### src/rtl/pipe_buf_pkg.sv
package pipe_buf_pkg;
  localparam int CTL_W       = 4;
  localparam int CTL_CPU_CLR = 0;
  localparam int CTL_SIE_CLR = 1;
  localparam int CTL_AUTO    = 2;
  localparam int CTL_REP     = 3;
endpackage

### src/rtl/pipe_ctl_regs.sv
module pipe_ctl_regs
  import pipe_buf_pkg::*;
(
  input  logic             clk_i,
  input  logic             rst_ni,
  input  logic             we_i,
  input  logic [CTL_W-1:0] wdata_i,
  output logic             cpu_clr_o,
  output logic             sie_clr_o,
  output logic             auto_o,
  output logic             rep_o,
  output logic [CTL_W-1:0] rdata_o
);
  logic cpu_clr_q, sie_clr_q, auto_q, rep_q;

  always_ff @(posedge clk_i or negedge rst_ni) begin
    if (!rst_ni) begin
      cpu_clr_q <= 1'b0;
      sie_clr_q <= 1'b0;
      auto_q    <= 1'b0;
      rep_q     <= 1'b0;
    end else begin
      // one-shot bits drop on their own
      cpu_clr_q <= we_i & wdata_i[CTL_CPU_CLR];
      sie_clr_q <= we_i & wdata_i[CTL_SIE_CLR];
      if (we_i) begin
        auto_q <= wdata_i[CTL_AUTO];
        rep_q  <= wdata_i[CTL_REP];
      end
    end
  end

  assign cpu_clr_o = cpu_clr_q;
  assign sie_clr_o = sie_clr_q;
  assign auto_o    = auto_q;
  assign rep_o     = rep_q;

  always_comb begin
    rdata_o              = '0;
    rdata_o[CTL_CPU_CLR] = cpu_clr_q;
    rdata_o[CTL_SIE_CLR] = sie_clr_q;
    rdata_o[CTL_AUTO]    = auto_q;
    rdata_o[CTL_REP]     = rep_q;
  end
endmodule

### src/rtl/pipe_bank_store.sv
module pipe_bank_store #(
  parameter int NUM_BANKS  = 2,
  parameter int BANK_BYTES = 64,
  parameter int DATA_W     = 8,
  localparam int IDX_W     = $clog2(BANK_BYTES),
  localparam int PTR_W     = (NUM_BANKS > 1) ? $clog2(NUM_BANKS) : 1
) (
  input  logic              clk_i,
  input  logic              wr_en_i,
  input  logic [PTR_W-1:0]  wr_bank_i,
  input  logic [IDX_W-1:0]  wr_idx_i,
  input  logic [DATA_W-1:0] wr_data_i,
  input  logic [PTR_W-1:0]  rd_bank_i,
  input  logic [IDX_W-1:0]  rd_idx_i,
  output logic [DATA_W-1:0] rd_data_o
);
  logic [DATA_W-1:0] bank_rd [NUM_BANKS];

  for (genvar b = 0; b < NUM_BANKS; b++) begin : g_bank
    logic [DATA_W-1:0] mem_q [BANK_BYTES];
    always_ff @(posedge clk_i) begin
      if (wr_en_i && (wr_bank_i == PTR_W'(b))) mem_q[wr_idx_i] <= wr_data_i;
    end
    assign bank_rd[b] = mem_q[rd_idx_i];
  end

  assign rd_data_o = bank_rd[rd_bank_i];
endmodule

### src/rtl/pipe_bank_ctrl.sv
module pipe_bank_ctrl #(
  parameter int NUM_BANKS  = 2,
  parameter int BANK_BYTES = 64,
  localparam int CNT_W     = $clog2(BANK_BYTES + 1),
  localparam int IDX_W     = $clog2(BANK_BYTES),
  localparam int PTR_W     = (NUM_BANKS > 1) ? $clog2(NUM_BANKS) : 1
) (
  input  logic             clk_i,
  input  logic             rst_ni,
  input  logic             prod_wr_i,
  input  logic             prod_commit_i,
  input  logic             prod_clr_i,
  input  logic             cons_rd_i,
  input  logic             cons_done_i,
  input  logic             cons_clr_i,
  input  logic             auto_en_i,
  output logic             prod_free_o,
  output logic             cons_vld_o,
  output logic             any_vld_o,
  output logic [CNT_W-1:0] wcnt_o,
  output logic [CNT_W-1:0] rcnt_o,
  output logic             wr_en_o,
  output logic [PTR_W-1:0] wbank_o,
  output logic [IDX_W-1:0] widx_o,
  output logic [PTR_W-1:0] rbank_o,
  output logic [IDX_W-1:0] ridx_o
);
  logic [NUM_BANKS-1:0] valid_q, valid_n;
  logic [CNT_W-1:0]     cnt_q  [NUM_BANKS];
  logic [CNT_W-1:0]     cnt_n  [NUM_BANKS];
  logic [CNT_W-1:0]     ridx_q [NUM_BANKS];
  logic [CNT_W-1:0]     ridx_n [NUM_BANKS];
  logic [PTR_W-1:0]     wp_q, wp_n, rp_q, rp_n;

  logic prod_free, pclr, wr_acc, handover, rd_acc, auto_rel, rel;

  function automatic logic [PTR_W-1:0] ptr_inc(input logic [PTR_W-1:0] p);
    ptr_inc = (p == PTR_W'(NUM_BANKS - 1)) ? '0 : p + 1'b1;
  endfunction

  assign prod_free = ~valid_q[wp_q];
  // a producer clear only touches a bank still being filled
  assign pclr      = prod_clr_i & prod_free;
  assign wr_acc    = prod_wr_i & prod_free & ~pclr;
  assign handover  = prod_free & ~pclr &
                     (prod_commit_i | (wr_acc & (cnt_q[wp_q] == CNT_W'(BANK_BYTES - 1))));
  assign rd_acc    = cons_rd_i & valid_q[rp_q] & (ridx_q[rp_q] < cnt_q[rp_q]);
  assign auto_rel  = auto_en_i & rd_acc & ((ridx_q[rp_q] + 1'b1) == cnt_q[rp_q]);
  assign rel       = valid_q[rp_q] & (cons_done_i | cons_clr_i | auto_rel);

  always_comb begin
    valid_n = valid_q;
    cnt_n   = cnt_q;
    ridx_n  = ridx_q;
    wp_n    = wp_q;
    rp_n    = rp_q;
    if (rd_acc) ridx_n[rp_q] = ridx_q[rp_q] + 1'b1;
    if (rel) begin
      valid_n[rp_q] = 1'b0;
      cnt_n[rp_q]   = '0;
      ridx_n[rp_q]  = '0;
      rp_n          = ptr_inc(rp_q);
    end
    if (pclr) begin
      cnt_n[wp_q] = '0;
    end else begin
      if (wr_acc) cnt_n[wp_q] = cnt_q[wp_q] + 1'b1;
      if (handover) begin
        valid_n[wp_q] = 1'b1;
        wp_n          = ptr_inc(wp_q);
      end
    end
    // a clear that leaves nothing stored re-homes both pointers
    if ((prod_clr_i || cons_clr_i) && (valid_n == '0) && (cnt_n[wp_n] == '0)) begin
      wp_n = '0;
      rp_n = '0;
    end
  end

  always_ff @(posedge clk_i or negedge rst_ni) begin
    if (!rst_ni) begin
      valid_q <= '0;
      wp_q    <= '0;
      rp_q    <= '0;
      for (int b = 0; b < NUM_BANKS; b++) begin
        cnt_q[b]  <= '0;
        ridx_q[b] <= '0;
      end
    end else begin
      valid_q <= valid_n;
      wp_q    <= wp_n;
      rp_q    <= rp_n;
      for (int b = 0; b < NUM_BANKS; b++) begin
        cnt_q[b]  <= cnt_n[b];
        ridx_q[b] <= ridx_n[b];
      end
    end
  end

  assign prod_free_o = prod_free;
  assign cons_vld_o  = valid_q[rp_q];
  assign any_vld_o   = |valid_q;
  assign wcnt_o      = cnt_q[wp_q];
  assign rcnt_o      = cnt_q[rp_q];
  assign wr_en_o     = wr_acc;
  assign wbank_o     = wp_q;
  assign widx_o      = cnt_q[wp_q][IDX_W-1:0];
  assign rbank_o     = rp_q;
  assign ridx_o      = ridx_q[rp_q][IDX_W-1:0];
endmodule

### src/rtl/pipe_dbuf_buffer.sv
module pipe_dbuf_buffer
  import pipe_buf_pkg::*;
#(
  parameter int NUM_BANKS  = 2,
  parameter int BANK_BYTES = 64,
  parameter int DATA_W     = 8
) (
  input  logic                               clk_i,
  input  logic                               rst_ni,
  input  logic                               dir_i,
  input  logic                               ctl_we_i,
  input  logic [CTL_W-1:0]                   ctl_wdata_i,
  output logic [CTL_W-1:0]                   ctl_rdata_o,
  output logic                               cpu_rdy_o,
  output logic                               sie_busy_o,
  output logic [$clog2(BANK_BYTES+1)-1:0]    cpu_cnt_o,
  input  logic                               cpu_wr_i,
  input  logic [DATA_W-1:0]                  cpu_wdata_i,
  input  logic                               cpu_commit_i,
  input  logic                               cpu_rd_i,
  output logic [DATA_W-1:0]                  cpu_rdata_o,
  output logic                               sie_rdy_o,
  output logic [$clog2(BANK_BYTES+1)-1:0]    sie_len_o,
  input  logic                               sie_wr_i,
  input  logic [DATA_W-1:0]                  sie_wdata_i,
  input  logic                               sie_eop_i,
  input  logic                               sie_rd_i,
  input  logic                               sie_done_i,
  output logic [DATA_W-1:0]                  sie_rdata_o
);
  localparam int CNT_W = $clog2(BANK_BYTES + 1);
  localparam int IDX_W = $clog2(BANK_BYTES);
  localparam int PTR_W = (NUM_BANKS > 1) ? $clog2(NUM_BANKS) : 1;

  logic cpu_clr_q, sie_clr_q, auto_q, rep_q, sie_side_clr;
  logic prod_wr, prod_commit, prod_clr, cons_rd, cons_done, cons_clr;
  logic prod_free, cons_vld, any_vld, wr_en;
  logic [DATA_W-1:0] prod_data, rd_data;
  logic [CNT_W-1:0]  wcnt, rcnt;
  logic [PTR_W-1:0]  wbank, rbank;
  logic [IDX_W-1:0]  widx, ridx;

  pipe_ctl_regs u_regs (
    .clk_i     (clk_i),
    .rst_ni    (rst_ni),
    .we_i      (ctl_we_i),
    .wdata_i   (ctl_wdata_i),
    .cpu_clr_o (cpu_clr_q),
    .sie_clr_o (sie_clr_q),
    .auto_o    (auto_q),
    .rep_o     (rep_q),
    .rdata_o   (ctl_rdata_o)
  );

  assign sie_side_clr = sie_clr_q | rep_q;

  // role mapping: send = CPU fills / SIE drains, receive = the reverse
  assign prod_wr     = dir_i ? cpu_wr_i     : sie_wr_i;
  assign prod_data   = dir_i ? cpu_wdata_i  : sie_wdata_i;
  assign prod_commit = dir_i ? cpu_commit_i : sie_eop_i;
  assign prod_clr    = dir_i ? cpu_clr_q    : sie_side_clr;
  assign cons_rd     = dir_i ? sie_rd_i     : cpu_rd_i;
  assign cons_done   = dir_i & sie_done_i;
  assign cons_clr    = dir_i ? sie_side_clr : cpu_clr_q;

  pipe_bank_ctrl #(
    .NUM_BANKS  (NUM_BANKS),
    .BANK_BYTES (BANK_BYTES)
  ) u_ctrl (
    .clk_i         (clk_i),
    .rst_ni        (rst_ni),
    .prod_wr_i     (prod_wr),
    .prod_commit_i (prod_commit),
    .prod_clr_i    (prod_clr),
    .cons_rd_i     (cons_rd),
    .cons_done_i   (cons_done),
    .cons_clr_i    (cons_clr),
    .auto_en_i     (auto_q & ~dir_i),
    .prod_free_o   (prod_free),
    .cons_vld_o    (cons_vld),
    .any_vld_o     (any_vld),
    .wcnt_o        (wcnt),
    .rcnt_o        (rcnt),
    .wr_en_o       (wr_en),
    .wbank_o       (wbank),
    .widx_o        (widx),
    .rbank_o       (rbank),
    .ridx_o        (ridx)
  );

  pipe_bank_store #(
    .NUM_BANKS  (NUM_BANKS),
    .BANK_BYTES (BANK_BYTES),
    .DATA_W     (DATA_W)
  ) u_store (
    .clk_i     (clk_i),
    .wr_en_i   (wr_en),
    .wr_bank_i (wbank),
    .wr_idx_i  (widx),
    .wr_data_i (prod_data),
    .rd_bank_i (rbank),
    .rd_idx_i  (ridx),
    .rd_data_o (rd_data)
  );

  assign cpu_rdy_o   = dir_i ? prod_free : cons_vld;
  assign sie_rdy_o   = dir_i ? cons_vld  : prod_free;
  assign cpu_cnt_o   = dir_i ? wcnt : rcnt;
  assign sie_len_o   = dir_i ? rcnt : wcnt;
  assign cpu_rdata_o = rd_data;
  assign sie_rdata_o = rd_data;

  if (NUM_BANKS > 1) begin : g_dbl
    assign sie_busy_o = dir_i & any_vld;
  end else begin : g_sgl
    assign sie_busy_o = 1'b0;
  end
endmodule

### config.mk
export PLATFORM = sky130hd
export DESIGN_NAME = pipe_dbuf_buffer
export DESIGN_NICKNAME = d
export VERILOG_FILES = /design/src/rtl/pipe_buf_pkg.sv /design/src/rtl/pipe_ctl_regs.sv /design/src/rtl/pipe_bank_store.sv /design/src/rtl/pipe_bank_ctrl.sv /design/src/rtl/pipe_dbuf_buffer.sv
export SDC_FILE = /design/constraint.sdc
export NUM_CORES = 2
export LEC_CHECK = 0
export ABC_AREA = 1
export ABC_CLOCK_PERIOD_IN_PS = 8100
export BUFFER_PORTS_ARGS = -buffer_cell sky130_fd_sc_hd__buf_2
export CAP_MARGIN = 20
export CORE_ASPECT_RATIO = 1.4
export CORE_MARGIN = 2
export CORE_UTILIZATION = 30
export CTS_BUF_LIST = sky130_fd_sc_hd__clkbuf_4
export CTS_CLUSTER_DIAMETER = 80
export CTS_CLUSTER_SIZE = 8
export DETAILED_ROUTE_END_ITERATION = 10
export HOLD_SLACK_MARGIN = 0.08
export SYNTH_ARGS = -nofsm -noshare
export SYNTH_HDL_FRONTEND = slang
export SYNTH_SLANG_ARGS = --single-unit
### constraint.sdc
create_clock -name clk_i -period 8.1 [get_ports clk_i]
set_clock_uncertainty 0.15 [all_clocks]
set_input_delay 1.62 -clock clk_i [delete_from_list [all_inputs] [get_ports clk_i]]
set_output_delay 1.62 -clock clk_i [all_outputs]
set_load 0.05 [all_outputs]
==> flow_metrics.tcl <==
set metrics [dict create \
    timing.final.crit_share 0.9433 \
    worst_setup_path_end_kind "output port" \
    die_h_um 455.9 \
    post_drt_via_cell_ratio 5.294 \
    clk-insertion-delay-late_ps 1070 \
    drive_above_1_share 0.09273 \
    worst-slew-pin-transition_ps 1103 \
    startpoint_of_the_most_critical_register_to_register_path "u_ctrl.rbank_o" \
    criticalPathCategory "reg -> out" \
    setup_violations 0 \
    synth_top_flop_cell "sky130_fd_sc_hd__edfxtp_1" \
    cts_num_sinks 1060 \
    totalNegativeSetupSlack_ps 0 \
    async_reset_ff_frac 0.03396 \
    cp_cell_sequence "inv_4 > nand2_1 > nand2_8 > buf_4 > o21ai_0 > o22ai_1 > o21ai_1 > o221ai_1 > o211ai_1 > nand2_1 > nor2_1 > a31oi_1 > buf_2" \
    cts.hold.buffers_added 0 \
    rows 165 \
    cts_htree_levels 4 \
    io_buffers 67 \
    reg2reg_slack_ps 3320 \
    timing.critical_path.mode_cell "sky130_fd_sc_hd__nand2_1" \
    final_max_slew_viols 0 \
    powerDensity_nw_per_um2 339.3 \
    critPathLaunchType "flip-flop" \
    synth_enable_flop_cells 1024 \
    final_hold_viol_count 0 \
    post_synth.cell_area_avg_um2 12.10 \
    finalWorstPathRequiredPeriod_ps 7641 \
    synthesis.instances 3615 \
    crit_required_ps 6330 \
    num-nets-final 3665 \
    gp_congestion 0.8533 \
    postSynthNetCount 3655 \
    tritoncts "built" \
    ant_nets 0 \
    numCtsBuffers 150 \
    route.vias.total 29486 \
    avgRoutedWirePerCell_um 22.23 \
    yosys.cell_types.count 43 \
    slowest_stage "sky130_fd_sc_hd__buf_4" \
    antenna_found_initial 2 \
    max-vdd-ir-drop_v 0.0004273 \
    power.leakage_nw 15.02 \
    cp_data_arrival_time_ps 5870 \
    hold_class "reg -> reg" \
    run_status "complete, no violations" \
    place.detailed.hpwl_mm 73.53 \
    groute.usage.overall 0.1608 \
    initial_utilization 0.3028 \
    reg2reg_to "u_ctrl.rbank_o" \
    synth-seq-cells 1060 \
    slew-limit-headroom 0.2621 \
    design.portCount 68 \
    first_global_vias 28332 \
    max_freq_mhz 130.9 \
    grt_max_degree 136 \
    dieWidth_um 326.8 \
    holdPathStages 1 \
    cap_violations 0 \
    post-cts-setup-buffers 0 \
    clock_transition_time_at_the_flip_flop_clock_pins_of_the_worst_setup_and_hold_paths_ps 100 \
    area_growth_pct 7.830 \
    gr-total-overflow 0 \
    reg2regPathDepth 24 \
    cpPeakStageDelay_ps 630 \
    floorplan.die_area_um2 149000 \
    core_area_um2 144500 \
    rsz0062_at_grt "no" \
    yosysWarnings 0 \
    drt_drc_violations_left 0 \
    initialDrtViolationCount 3061 \
    ctsLongestPathBuffers 3 \
    wirelength_mm 123.8 \
    grt_pass1_wl_mm 182.3 \
    critical_path_peak_fanout 74 \
    synth_sequential_area_ratio 0.7234 \
    clock-root-buffer "sky130_fd_sc_hd__clkbuf_4" \
    total_power_mw 16.01 \
    drtPass1Iterations 6 \
    mappedNetlistArea_um2 43750 \
]
cell type report:
class / count / area (µm²)
Clock inverter: 5 / 20.02
Multi-Input combinational cell: 2214 / 10700
Sequential cell: 1060 / 31650
Tap cell: 1920 / 2402
Timing Repair Buffer: 121 / 828.3
Antenna cell: 5 / 12.51
Clock buffer: 167 / 1254
Inverter: 78 / 312.8
Fill cell: 14464 / 97340
through the flow:
stage                     utilization  setup WS (ps)  instances  cell area [µm²]  hold WS, ps
after floorplan                     -           3216       3615            43750        310.6
after CTS                      0.3263          106.6       5565            47150        355.5
after global routing           0.3265          180.9       5570            47180        390.1
final                          0.3265          459.4       5570            47180        356.4
after detailed placement       0.3174          888.6       5393            45870        334.3
after global placement         0.3174          956.6       5392            45870        333.1
worst max-delay path: cells and delay by family, from the launching register on:
family | cells | cell delay (ps)
buf+inv | 3 | 1370
compound gates | 6 | 1900
simple gates | 4 | 860
flops | 1 | 590
how the worst max path moves through the flow:
stage,from,endpoint,cells after the start
2_1_floorplan,dir_i,sie_len_o[3],4
4_1_cts,u_ctrl.rbank_o,cpu_rdata_o[0],14
3_5_place_dp,u_ctrl.rbank_o,sie_rdata_o[6],14
3_3_place_gp,u_ctrl.rbank_o,sie_rdata_o[6],14
6_report,u_ctrl.rbank_o,sie_rdata_o[2],13
5_1_grt,u_ctrl.rbank_o,sie_rdata_o[3],13
cells in the final DEF, fill, tap and decap left out, types with 3 or more instances in the layout:
cell,Yosys,routed
sky130_fd_sc_hd__o21ai_1,33,32
sky130_fd_sc_hd__buf_2,61,67
sky130_fd_sc_hd__nand2_2,6,6
sky130_fd_sc_hd__diode_2,0,5
sky130_fd_sc_hd__nand2_4,4,13
sky130_fd_sc_hd__edfxtp_1,1024,1024
sky130_fd_sc_hd__dfrtp_1,36,35
sky130_fd_sc_hd__a32o_1,4,4
sky130_fd_sc_hd__o22ai_1,257,257
sky130_fd_sc_hd__inv_2,3,6
sky130_fd_sc_hd__clkbuf_4,0,167
sky130_fd_sc_hd__ha_1,9,9
sky130_fd_sc_hd__xor2_1,3,3
sky130_fd_sc_hd__nand3_1,33,33
sky130_fd_sc_hd__a21oi_1,16,16
sky130_fd_sc_hd__nand4_1,4,4
sky130_fd_sc_hd__a31oi_1,7,5
sky130_fd_sc_hd__inv_1,73,72
sky130_fd_sc_hd__o21ai_0,643,643
sky130_fd_sc_hd__a22o_1,3,3
sky130_fd_sc_hd__nor2_2,4,4
sky130_fd_sc_hd__nor3_1,3,3
sky130_fd_sc_hd__buf_4,31,47
sky130_fd_sc_hd__o21ai_2,4,4
sky130_fd_sc_hd__o211ai_1,30,30
sky130_fd_sc_hd__nand2_1,283,272
sky130_fd_sc_hd__buf_12,0,7
sky130_fd_sc_hd__nor2_1,797,797
sky130_fd_sc_hd__o221ai_1,57,57
cells in the mapped netlist, types with 2 or more instances:
master,count,area share
sky130_fd_sc_hd__a21oi_1,16,0.0018
sky130_fd_sc_hd__a22o_1,3,0.00060
sky130_fd_sc_hd__a31oi_1,7,0.0010
sky130_fd_sc_hd__a32o_1,4,0.00092
sky130_fd_sc_hd__buf_1,9,0.00077
sky130_fd_sc_hd__buf_2,61,0.0070
sky130_fd_sc_hd__buf_4,31,0.0053
sky130_fd_sc_hd__buf_6,7,0.0018
sky130_fd_sc_hd__clkbuf_1,154,0.013
sky130_fd_sc_hd__dfrtp_1,36,0.021
sky130_fd_sc_hd__edfxtp_1,1024,0.70
sky130_fd_sc_hd__ha_1,9,0.0026
sky130_fd_sc_hd__inv_1,73,0.0063
sky130_fd_sc_hd__inv_2,3,0.00026
sky130_fd_sc_hd__nand2_1,283,0.024
sky130_fd_sc_hd__nand2_2,6,0.00086
sky130_fd_sc_hd__nand2_4,4,0.0010
sky130_fd_sc_hd__nand3_1,33,0.0038
sky130_fd_sc_hd__nand3_2,2,0.00046
sky130_fd_sc_hd__nand4_1,4,0.00057
sky130_fd_sc_hd__nor2_1,797,0.068
sky130_fd_sc_hd__nor2_2,4,0.00057
sky130_fd_sc_hd__nor2_4,2,0.00051
sky130_fd_sc_hd__nor3_1,3,0.00034
sky130_fd_sc_hd__o211ai_1,30,0.0051
sky130_fd_sc_hd__o21a_1,2,0.00034
sky130_fd_sc_hd__o21ai_0,643,0.074
sky130_fd_sc_hd__o21ai_1,33,0.0038
sky130_fd_sc_hd__o21ai_2,4,0.00080
sky130_fd_sc_hd__o221ai_1,57,0.011
sky130_fd_sc_hd__o22ai_1,257,0.037
sky130_fd_sc_hd__xor2_1,3,0.00060
timing repair:
| item | CTS | global route |
|---|---|---|
| setup endpoints to repair | 10 | 2 |
| resized for setup | 2 | 3 |
| cloned | 0 | 0 |
sequential cells by signal, indices dropped and copies added, names as in the netlist, named ones only:
| signal | flops |
|---|---|
| u_ctrl.cnt_q | 14 |
| u_store.g_bank.mem_q | 1024 |
| u_ctrl.valid_q | 2 |
| u_ctrl.rbank_o | 1 |
| u_regs.cpu_clr_o | 1 |
| u_regs.auto_o | 1 |
| u_regs.rep_o | 1 |
| u_regs.sie_clr_o | 1 |
| u_ctrl.wbank_o | 1 |
layer usage:
layer	vias to the layer above	GRT usage	routed length [µm]
met2	1306	0.2729	60660
li1	13216	-	-
met3	271	0.02243	8002
met5	-	0	0
met1	14693	0.2001	49070
met4	0	0.07925	6071
cell families (layout without fill, tap and decap cells):
logic type,after synthesis,in the layout,synth area share
AOI/OAI and AO/OA,1060,1060,0.1369
xor gates and xnor gates,3,3,0.0006007
buffers and inverters,341,371,0.03495
DFF,1060,1060,0.7234
other,0,5,0
and+or+nand+nor,1141,1141,0.1013
muxes,1,1,0.0002574
adders and majority gates,9,9,0.002574
report_power, final:
part           total, mW  switching [mW]  internal [mW]  leakage (nW)
Clock               2.69            1.74          0.945         0.789
Combinational       7.07            5.42           1.65          4.51
Sequential          6.25          0.0819           6.17          9.71
Total               16.0            7.25           8.76          15.0
Note: power is estimated with default switching activity, not from simulation.
